`config.mk`:
```
export PLATFORM = sky130hd
export DESIGN_NAME = bridge_fault_diag
export DESIGN_NICKNAME = d
export VERILOG_FILES = /design/src/rtl/bfd_pkg.sv /design/src/rtl/bfd_in_reg.sv /design/src/rtl/bfd_phase_qual.sv /design/src/rtl/bfd_supply_ctl.sv /design/src/rtl/bridge_fault_diag.sv
export SDC_FILE = /design/constraint.sdc
export NUM_CORES = 1
export LEC_CHECK = 0
export ABC_AREA = 1
export BUFFER_PORTS_ARGS = -buffer_cell sky130_fd_sc_hd__buf_2
export CAP_MARGIN = 25
export CORE_MARGIN = 2
export CORE_UTILIZATION = 47
export DETAILED_ROUTE_END_ITERATION = 7
export PLACE_DENSITY = 0.86
export RECOVER_POWER = 100
export SLEW_MARGIN = 10
export SYNTH_ARGS = -nofsm -noshare
export SYNTH_HDL_FRONTEND = slang
export SYNTH_SLANG_ARGS = --single-unit
```
`constraint.sdc`:
```
create_clock -name clk -period 1.8 [get_ports clk]
set_input_delay 0.09 -clock clk [delete_from_list [all_inputs] [get_ports clk]]
set_output_delay 0.09 -clock clk [all_outputs]
set_load 0.01 [all_outputs]
```
`src/rtl/bfd_pkg.sv`:
```
package bfd_pkg;

    typedef struct packed {
        logic bat_ov;
        logic bat_uv;
        logic reg_uv;
        logic logic_uv;
        logic therm;
    } supply_t;

    typedef struct packed {
        logic data;
        logic oe;
    } tri_flag_t;

    typedef enum logic [1:0] {
        SEV_NONE     = 2'd0,
        SEV_REPORT   = 2'd1,
        SEV_LIMIT    = 2'd2,
        SEV_SHUTDOWN = 2'd3
    } sev_e;

    typedef struct packed {
        tri_flag_t ov;
        tri_flag_t uv;
        logic      boost_en;
        logic      vreg_en;
        logic      gate_kill;
        logic      alarm;
    } supply_ctl_t;

    function automatic sev_e classify(supply_t s);
        if (s.bat_uv || s.logic_uv || s.therm) return SEV_SHUTDOWN;
        if (s.bat_ov)                          return SEV_LIMIT;
        if (s.reg_uv)                          return SEV_REPORT;
        return SEV_NONE;
    endfunction

    function automatic tri_flag_t drive_flag(logic hiz, logic level);
        tri_flag_t f;
        f.oe   = ~hiz;
        f.data = hiz ? 1'b0 : level;
        return f;
    endfunction

endpackage

```
`src/rtl/bfd_in_reg.sv`:
```
module bfd_in_reg
    import bfd_pkg::*;
#(
    parameter int NPH = 3
) (
    input  logic           clk,
    input  logic           rst,
    input  logic           en_d,
    input  logic [NPH-1:0] gh_d,
    input  logic [NPH-1:0] gl_d,
    input  logic [NPH-1:0] hs_d,
    input  logic [NPH-1:0] ls_d,
    input  logic           open_d,
    input  supply_t        sup_d,
    output logic           en_q,
    output logic [NPH-1:0] gh_q,
    output logic [NPH-1:0] gl_q,
    output logic [NPH-1:0] hs_q,
    output logic [NPH-1:0] ls_q,
    output logic           open_q,
    output supply_t        sup_q
);

    always_ff @(posedge clk) begin
        if (rst) begin
            en_q   <= 1'b0;
            gh_q   <= '0;
            gl_q   <= '0;
            hs_q   <= '0;
            ls_q   <= '0;
            open_q <= 1'b0;
            sup_q  <= '0;
        end else begin
            en_q   <= en_d;
            gh_q   <= gh_d;
            gl_q   <= gl_d;
            hs_q   <= hs_d;
            ls_q   <= ls_d;
            open_q <= open_d;
            sup_q  <= sup_d;
        end
    end

endmodule

```
`src/rtl/bfd_phase_qual.sv`:
```
module bfd_phase_qual (
    input  logic en,
    input  logic gate_hi,
    input  logic gate_lo,
    input  logic hs_over,
    input  logic ls_over,
    input  logic bridge_open,
    output logic short_gnd,
    output logic short_bat
);

    // An open drain sense reads as a ground short on every phase.
    always_comb begin
        short_gnd = en & ((gate_hi & hs_over) | bridge_open);
        short_bat = en & gate_lo & ls_over;
    end

endmodule

```
`src/rtl/bfd_supply_ctl.sv`:
```
module bfd_supply_ctl
    import bfd_pkg::*;
(
    input  supply_t     sup,
    output supply_ctl_t ctl
);

    sev_e sev;
    logic hiz;

    always_comb begin
        sev = classify(sup);
        hiz = sup.therm | sup.logic_uv;
        // Undervoltage takes priority so the flags stay exclusive.
        ctl.ov        = drive_flag(hiz, sup.bat_ov & ~sup.bat_uv);
        ctl.uv        = drive_flag(hiz, sup.bat_uv);
        ctl.gate_kill = (sev == SEV_SHUTDOWN);
        ctl.vreg_en   = (sev != SEV_SHUTDOWN);
        ctl.boost_en  = (sev == SEV_NONE) || (sev == SEV_REPORT);
        ctl.alarm     = (sev != SEV_NONE);
    end

endmodule

```
`src/rtl/bridge_fault_diag.sv`:
```
module bridge_fault_diag
    import bfd_pkg::*;
#(
    parameter int NPH = 3
) (
    input  logic           clk,
    input  logic           rst,
    input  logic           enable_i,
    input  logic [NPH-1:0] gate_hi_i,
    input  logic [NPH-1:0] gate_lo_i,
    input  logic [NPH-1:0] hs_ovth_i,
    input  logic [NPH-1:0] ls_ovth_i,
    input  logic           drain_open_i,
    input  logic           bat_ov_i,
    input  logic           bat_uv_i,
    input  logic           reg_uv_i,
    input  logic           logic_uv_i,
    input  logic           therm_i,
    output logic           fault_n_o,
    output logic           ov_flag_o,
    output logic           ov_oe_o,
    output logic           uv_flag_o,
    output logic           uv_oe_o,
    output logic           boost_en_o,
    output logic           vreg_en_o,
    output logic           gate_kill_o
);

    localparam int LAST = NPH - 1;

    supply_t        sup_d, sup_q;
    logic           en_q, open_q;
    logic [LAST:0]  gh_q, gl_q, hs_q, ls_q;
    logic [LAST:0]  stg, stb;
    supply_ctl_t    ctl;

    always_comb begin
        sup_d.bat_ov   = bat_ov_i;
        sup_d.bat_uv   = bat_uv_i;
        sup_d.reg_uv   = reg_uv_i;
        sup_d.logic_uv = logic_uv_i;
        sup_d.therm    = therm_i;
    end

    bfd_in_reg #(.NPH(NPH)) u_in (
        .clk(clk), .rst(rst),
        .en_d(enable_i), .gh_d(gate_hi_i), .gl_d(gate_lo_i),
        .hs_d(hs_ovth_i), .ls_d(ls_ovth_i), .open_d(drain_open_i),
        .sup_d(sup_d),
        .en_q(en_q), .gh_q(gh_q), .gl_q(gl_q),
        .hs_q(hs_q), .ls_q(ls_q), .open_q(open_q),
        .sup_q(sup_q)
    );

    for (genvar p = 0; p < NPH; p++) begin : g_phase
        bfd_phase_qual u_q (
            .en(en_q), .gate_hi(gh_q[p]), .gate_lo(gl_q[p]),
            .hs_over(hs_q[p]), .ls_over(ls_q[p]), .bridge_open(open_q),
            .short_gnd(stg[p]), .short_bat(stb[p])
        );
    end

    bfd_supply_ctl u_sup (.sup(sup_q), .ctl(ctl));

    always_comb begin
        fault_n_o   = ~(ctl.alarm | (|stg) | (|stb));
        ov_flag_o   = ctl.ov.data;
        ov_oe_o     = ctl.ov.oe;
        uv_flag_o   = ctl.uv.data;
        uv_oe_o     = ctl.uv.oe;
        boost_en_o  = ctl.boost_en;
        vreg_en_o   = ctl.vreg_en;
        gate_kill_o = ctl.gate_kill;
    end

endmodule

```
==> results of run 1 <==
## per-layer routing
| layer | track usage | vias up |
|---|---|---|
| li1 | - | 327 |
| met1 | 0.159 | 249 |
| met2 | 0.347 | 24 |
| met3 | 0.0435 | 2 |
| met4 | 0.0968 | 0 |
| met5 | 0 | - |
## layout by cell type (no fill, tap or decap)
cell,Yosys,final
clkbuf_4,0,3
clkinv_2,0,1
nor2_4,2,1
nand2_2,1,1
buf_2,2,23
nand2_1,11,11
dfxtp_1,19,19
a21oi_2,1,1
clkbuf_1,0,5
nor2_1,23,24
dlygate4sd3_1,0,19
inv_1,25,25
nand2_4,1,1
## cells by family after synthesis
group	Yosys count	synth area share
DFF	19	0.569
and+or+nand+nor	38	0.251
AOI/OAI and AO/OA	1	0.0131
buffers and inverters	28	0.167
## sequential cells by signal, indices dropped and copies added (netlist names)
name         count
u_in.open_q      1
u_in.sup_q       5
u_in.hs_q        3
u_in.gl_q        3
u_in.gh_q        3
u_in.en_q        1
u_in.ls_q        3
## how the worst max path moves through the flow
stage	start	end	depth (start not counted)	slack, ns
final	u_in.sup_q[0]	fault_n_o	6	0.35
after global routing	u_in.sup_q[0]	fault_n_o	6	0.21
after CTS	u_in.sup_q[0]	fault_n_o	6	0.47
after detailed placement	u_in.sup_q[0]	fault_n_o	6	0.81
after global placement	u_in.sup_q[0]	fault_n_o	6	0.85
after floorplan	u_in.sup_q[0]	fault_n_o	5	0.81
## report_power, final
part	internal [mW]	switching [mW]
clock	0.0828	0.127
combinational	0.0654	0.0543
sequential	0.443	0.00614
## cell type report
cell class	count	area, sq um	area share
Inverter	25	93.8	0.0926
Clock inverter	1	5.00	0.00494
Sequential cell	19	380	0.375
Clock buffer	3	22.5	0.0222
Timing Repair Buffer	47	324	0.320
Multi-Input combinational cell	39	169	0.167
Tap cell	15	18.8	0.0185
## metrics by stage
stage	hold WS [ns]	total power, mW	cells	cell area [sq um]
6_report	0.150	0.778	149	1010
5_1_grt	0.152	0.826	149	1010
4_1_cts	0.00139	0.784	148	1020
3_5_place_dp	0.295	0.550	126	810
3_3_place_gp	0.290	0.546	126	810
2_1_floorplan	0.197	0.514	86	668
==> results.yml, run 1 <==
yosys:
  synth_most_common_cell: "inv_1"
  yosys-top-cells-area: "dfxtp_1 57%, inv_1 14%, nor2_1 13%, nand2_1 6.2%, nor2_4 3.4%"
  synth.top_cells.by_count: "25 x inv_1, 23 x nor2_1, 19 x dfxtp_1"
  syn_nets: 107
  synth_top_area_share: 0.569
  synth_area_per_cell_sq_um: 7.77
  async_flop_share: 0
  synth_edf_count: 0
  yosysWarnings: 0
  yosysTopAreaCell: "dfxtp_1"
  yosys_register_bits: 19
  syn_inst: 86
  synth_cell_type_count: 10
  synthFlopType: "dfxtp_1"
  ys_seq_area_frac: 0.569
  synth.cell_area_sq_um: 668
cells_and_area:
  fill_cells: 100
  area_growth_pct: 51.7
  post-route-util: 0.769
  fin_nets: 156
  drive_gt1_frac: 0.231
  n_antenna_cell: 0
placement:
  dp_slack_ns: 0.806
  dp_hpwl_microns: 767
  place_congestion: 0.630
  io_buffer_count: 28
power:
  p_leak_nw: 0.573
  irDropWorstVdd_mv: 0.477
  p_per_area_nw_per_um2: 768
sta:
  hold_violations: 0
  period_minus_slack_ns: 1.45
  fin_crit_sh: 0.803
  max_freq_mhz: 692
  maxSlewHeadroom: 0.782
  finalWorstSetupSlack_ns: 0.354
  tns_ns: 0
  worst_pin_slew_ns: 0.326
  setup_viol: 0
  rsz0062_at_grt: "no"
  slew_viol_final: 0
route:
  top_layer_used: "met4"
  ant_nets: 0
  wl_met1_microns: 472
  wl_met2_microns: 764
  dr.pass1.iters: 2
  drt_first_iter_violations: 2
  vias_per_cell: 4.04
  met3_length_microns: 77
  vias: 602
  wl_per_cell_microns: 8.96
  drc_errors: 0
  drt_wl_total_mm: 1.34
clock_network:
  cts_setup_buffers: 0
  cts_buffers: 3
  clkTransAtPathRegs_ns: 0.10
  h-tree-depth: 1
  tritoncts: "done"
  clockBufferDepth: 2
  cts_root_buf: "clkbuf_4"
  hold_buffers: 18
  cts.repair.resized: 0
  cts.sinks: 19
run_status:
  status: "finished, final reports clean"
global_route:
  grt_usage: 0.177
  grt_pass1_vias: 596
  grt_pass1_wl_mm: 2.26
  grt-ovfl-total: 0
  grt_max_degree: 20
  antenna_found_initial: 0
die:
  dieArea_sq_um: 1740
  io_pins: 29
  die_w_microns: 41.7
  initial_core_util: 0.507
  die_y_microns: 41.7
  num_rows: 13
  design.core.area_sq_um: 1320
worst_hold_path:
  whs_path_depth: 2
  worstHoldPathType: "input pin to flop"
  hold_start: "rst"
  min_to: "u_in.sup_q[2]"
worst_setup_path:
  crit_required_ns: 1.71
  critPathSlowestCell: "dfxtp_1"
  critPathKind: "flop to primary output"
  crit_buf_inv: 1
  slowest_delay_ns: 0.31
  path_delay_family: "simple AND/OR/NAND/NOR gates"
  arrival_ns: 1.36
  cp_max_fo: 4
  worstPathCellList: "nor2_1 > nand2_4 > nor2_4 > nand2_2 > a21oi_2 > buf_2"
  cp-end-kind: "primary output"
  crit_path_start_kind: "flop"
run:
  cap_violations: 0
(Power assumes the default switching activity.)
==> inputs of run 2 (changes only) <==
CORE_UTILIZATION = 44   (was 47)
PLACE_DENSITY = 0.82   (was 0.86)
clock period = 1.4 ns   (was 1.8 ns; I/O delays follow)
==> run 2 against run 1 <==
  * Global-route usage is 1.5 points lower
  * Final area increased by 0.74%
  * Non-clock buffer count stayed put
  * Final cell count is 0.67% higher
  * Sequential share of layout area fell by 0.28 points
==> results.yml, run 2 (synthesis gave the netlist of run 1 again) <==
run_status:
  status: "finished, final reports clean"
die:
  die_w_microns: 43.0
  num_rows: 14
  initial_core_util: 0.454
  io_pins: 29
  dieArea_sq_um: 1850
  design.core.area_sq_um: 1470
  die_y_microns: 43.0
worst_hold_path:
  worstHoldPathType: "input pin to flop"
  min_to: "u_in.open_q"
  hold_start: "rst"
  whs_path_depth: 2
clock_network:
  clkTransAtPathRegs_ns: 0.11
  clockBufferDepth: 2
  cts_root_buf: "clkbuf_4"
  cts.sinks: 19
  cts_buffers: 3
  tritoncts: "done"
  h-tree-depth: 1
sta:
  hold_violations: 0
  rsz0062_at_grt: "no"
  period_minus_slack_ns: 1.30
  worst_pin_slew_ns: 0.301
  fin_crit_sh: 0.931
  slew_viol_final: 0
  setup_viol: 0
  max_freq_mhz: 768
  maxSlewHeadroom: 0.799
  hold_slack_ns: 0.127
  tns_ns: 0
route:
  ant_nets: 0
  dr.pass1.iters: 2
  wl_per_cell_microns: 8.49
  vias_per_cell: 4.00
  drt_wl_total_mm: 1.27
  drt_first_iter_violations: 2
  drc_errors: 0
  vias: 600
worst_setup_path:
  crit_required_ns: 1.33
  cp-end-kind: "primary output"
  critPathKind: "flop to primary output"
  arrival_ns: 1.23
  crit_path_start_kind: "flop"
  cp_max_fo: 4
power:
  total_power_mw: 1.00
  irDropWorstVdd_mv: 0.583
  p_per_area_nw_per_um2: 982
  p_leak_nw: 0.571
placement:
  io_buffer_count: 28
  place_congestion: 0.613
  place_area_sq_um: 811
  dp_hpwl_microns: 776
run:
  cap_violations: 0
cells_and_area:
  drive_gt1_frac: 0.231
  n_antenna_cell: 0
  largest_reg_flops: 5
  fin_nets: 156
  final_area_sq_um: 1020
  regMostFlops: "u_in.sup_q"
  post-route-util: 0.694
  final_cell_mix: "25 x inv_1, 23 x nor2_1, 23 x buf_2, 19 x dlygate4sd3_1, 19 x dfxtp_1"
  area_growth_pct: 52.8
  final_common_cell: "inv_1"
global_route:
  grt_usage: 0.162
  grt_pass1_vias: 588
  grt-ovfl-total: 0
  grt_max_degree: 20
  antenna_found_initial: 0
  grt_pass1_wl_mm: 2.17
-- run 2: per-layer routing --
layer  vias to the layer above  wire, microns  track usage  part of all wire
met4                         0             21        0.127             0.016
li1                        327              -            -                 -
met1                       252            479        0.146              0.38
met5                         -              0            0                 0
met2                        19            707        0.309              0.55
met3                         2             65       0.0255             0.051
-- run 2: worst max-delay path, cell delays in order, from the launching register on --
cell	delay, ns
dfxtp_1	0.34
nor2_4	0.16
nand2_4	0.08
nor2_4	0.10
nand2_2	0.05
a21oi_2	0.08
buf_2	0.13
-- run 2: where the power goes --
group | internal, mW | switching, mW
registers | 0.569 | 0.00989
clock network | 0.111 | 0.159
logic | 0.0854 | 0.0680
total | 0.766 | 0.237
-- run 2: worst max path at each step --
stage             startpoint   endpoint  slack [ns]  cells past startpoint
2_1_floorplan  u_in.sup_q[0]  fault_n_o        0.43                      5
3_3_place_gp   u_in.sup_q[0]  fault_n_o        0.47                      6
3_5_place_dp   u_in.sup_q[0]  fault_n_o        0.43                      6
4_1_cts        u_in.sup_q[0]  fault_n_o         0.1                      6
5_1_grt        u_in.sup_q[0]  fault_n_o        0.01                      6
6_report       u_in.sup_q[0]  fault_n_o         0.1                      6
-- run 2: final cells by class --
| cell class | count | area [sq um] |
|---|---|---|
| fillers | 140 | 450 |
| flip-flops and latches | 19 | 380 |
| repair buffers | 47 | 324 |
| multi-input cells | 39 | 176 |
| inverters | 25 | 93.8 |
| clock buffers | 4 | 26.3 |
| well taps | 16 | 20.0 |
-- run 2: per-stage QoR --
step	instances	setup slack, ns
after floorplan	86	0.428
after global placement	127	0.471
after detailed placement	127	0.428
after CTS	150	0.0967
after global routing	150	0.0113
final	150	0.0972
-- run 2: repair_timing --
item / in CTS / in global routing
setup buffers: 0 / 0
hold endpoints to repair: 19 / 0
hold buffers: 19 / 0
gates resized for setup: 0 / 0
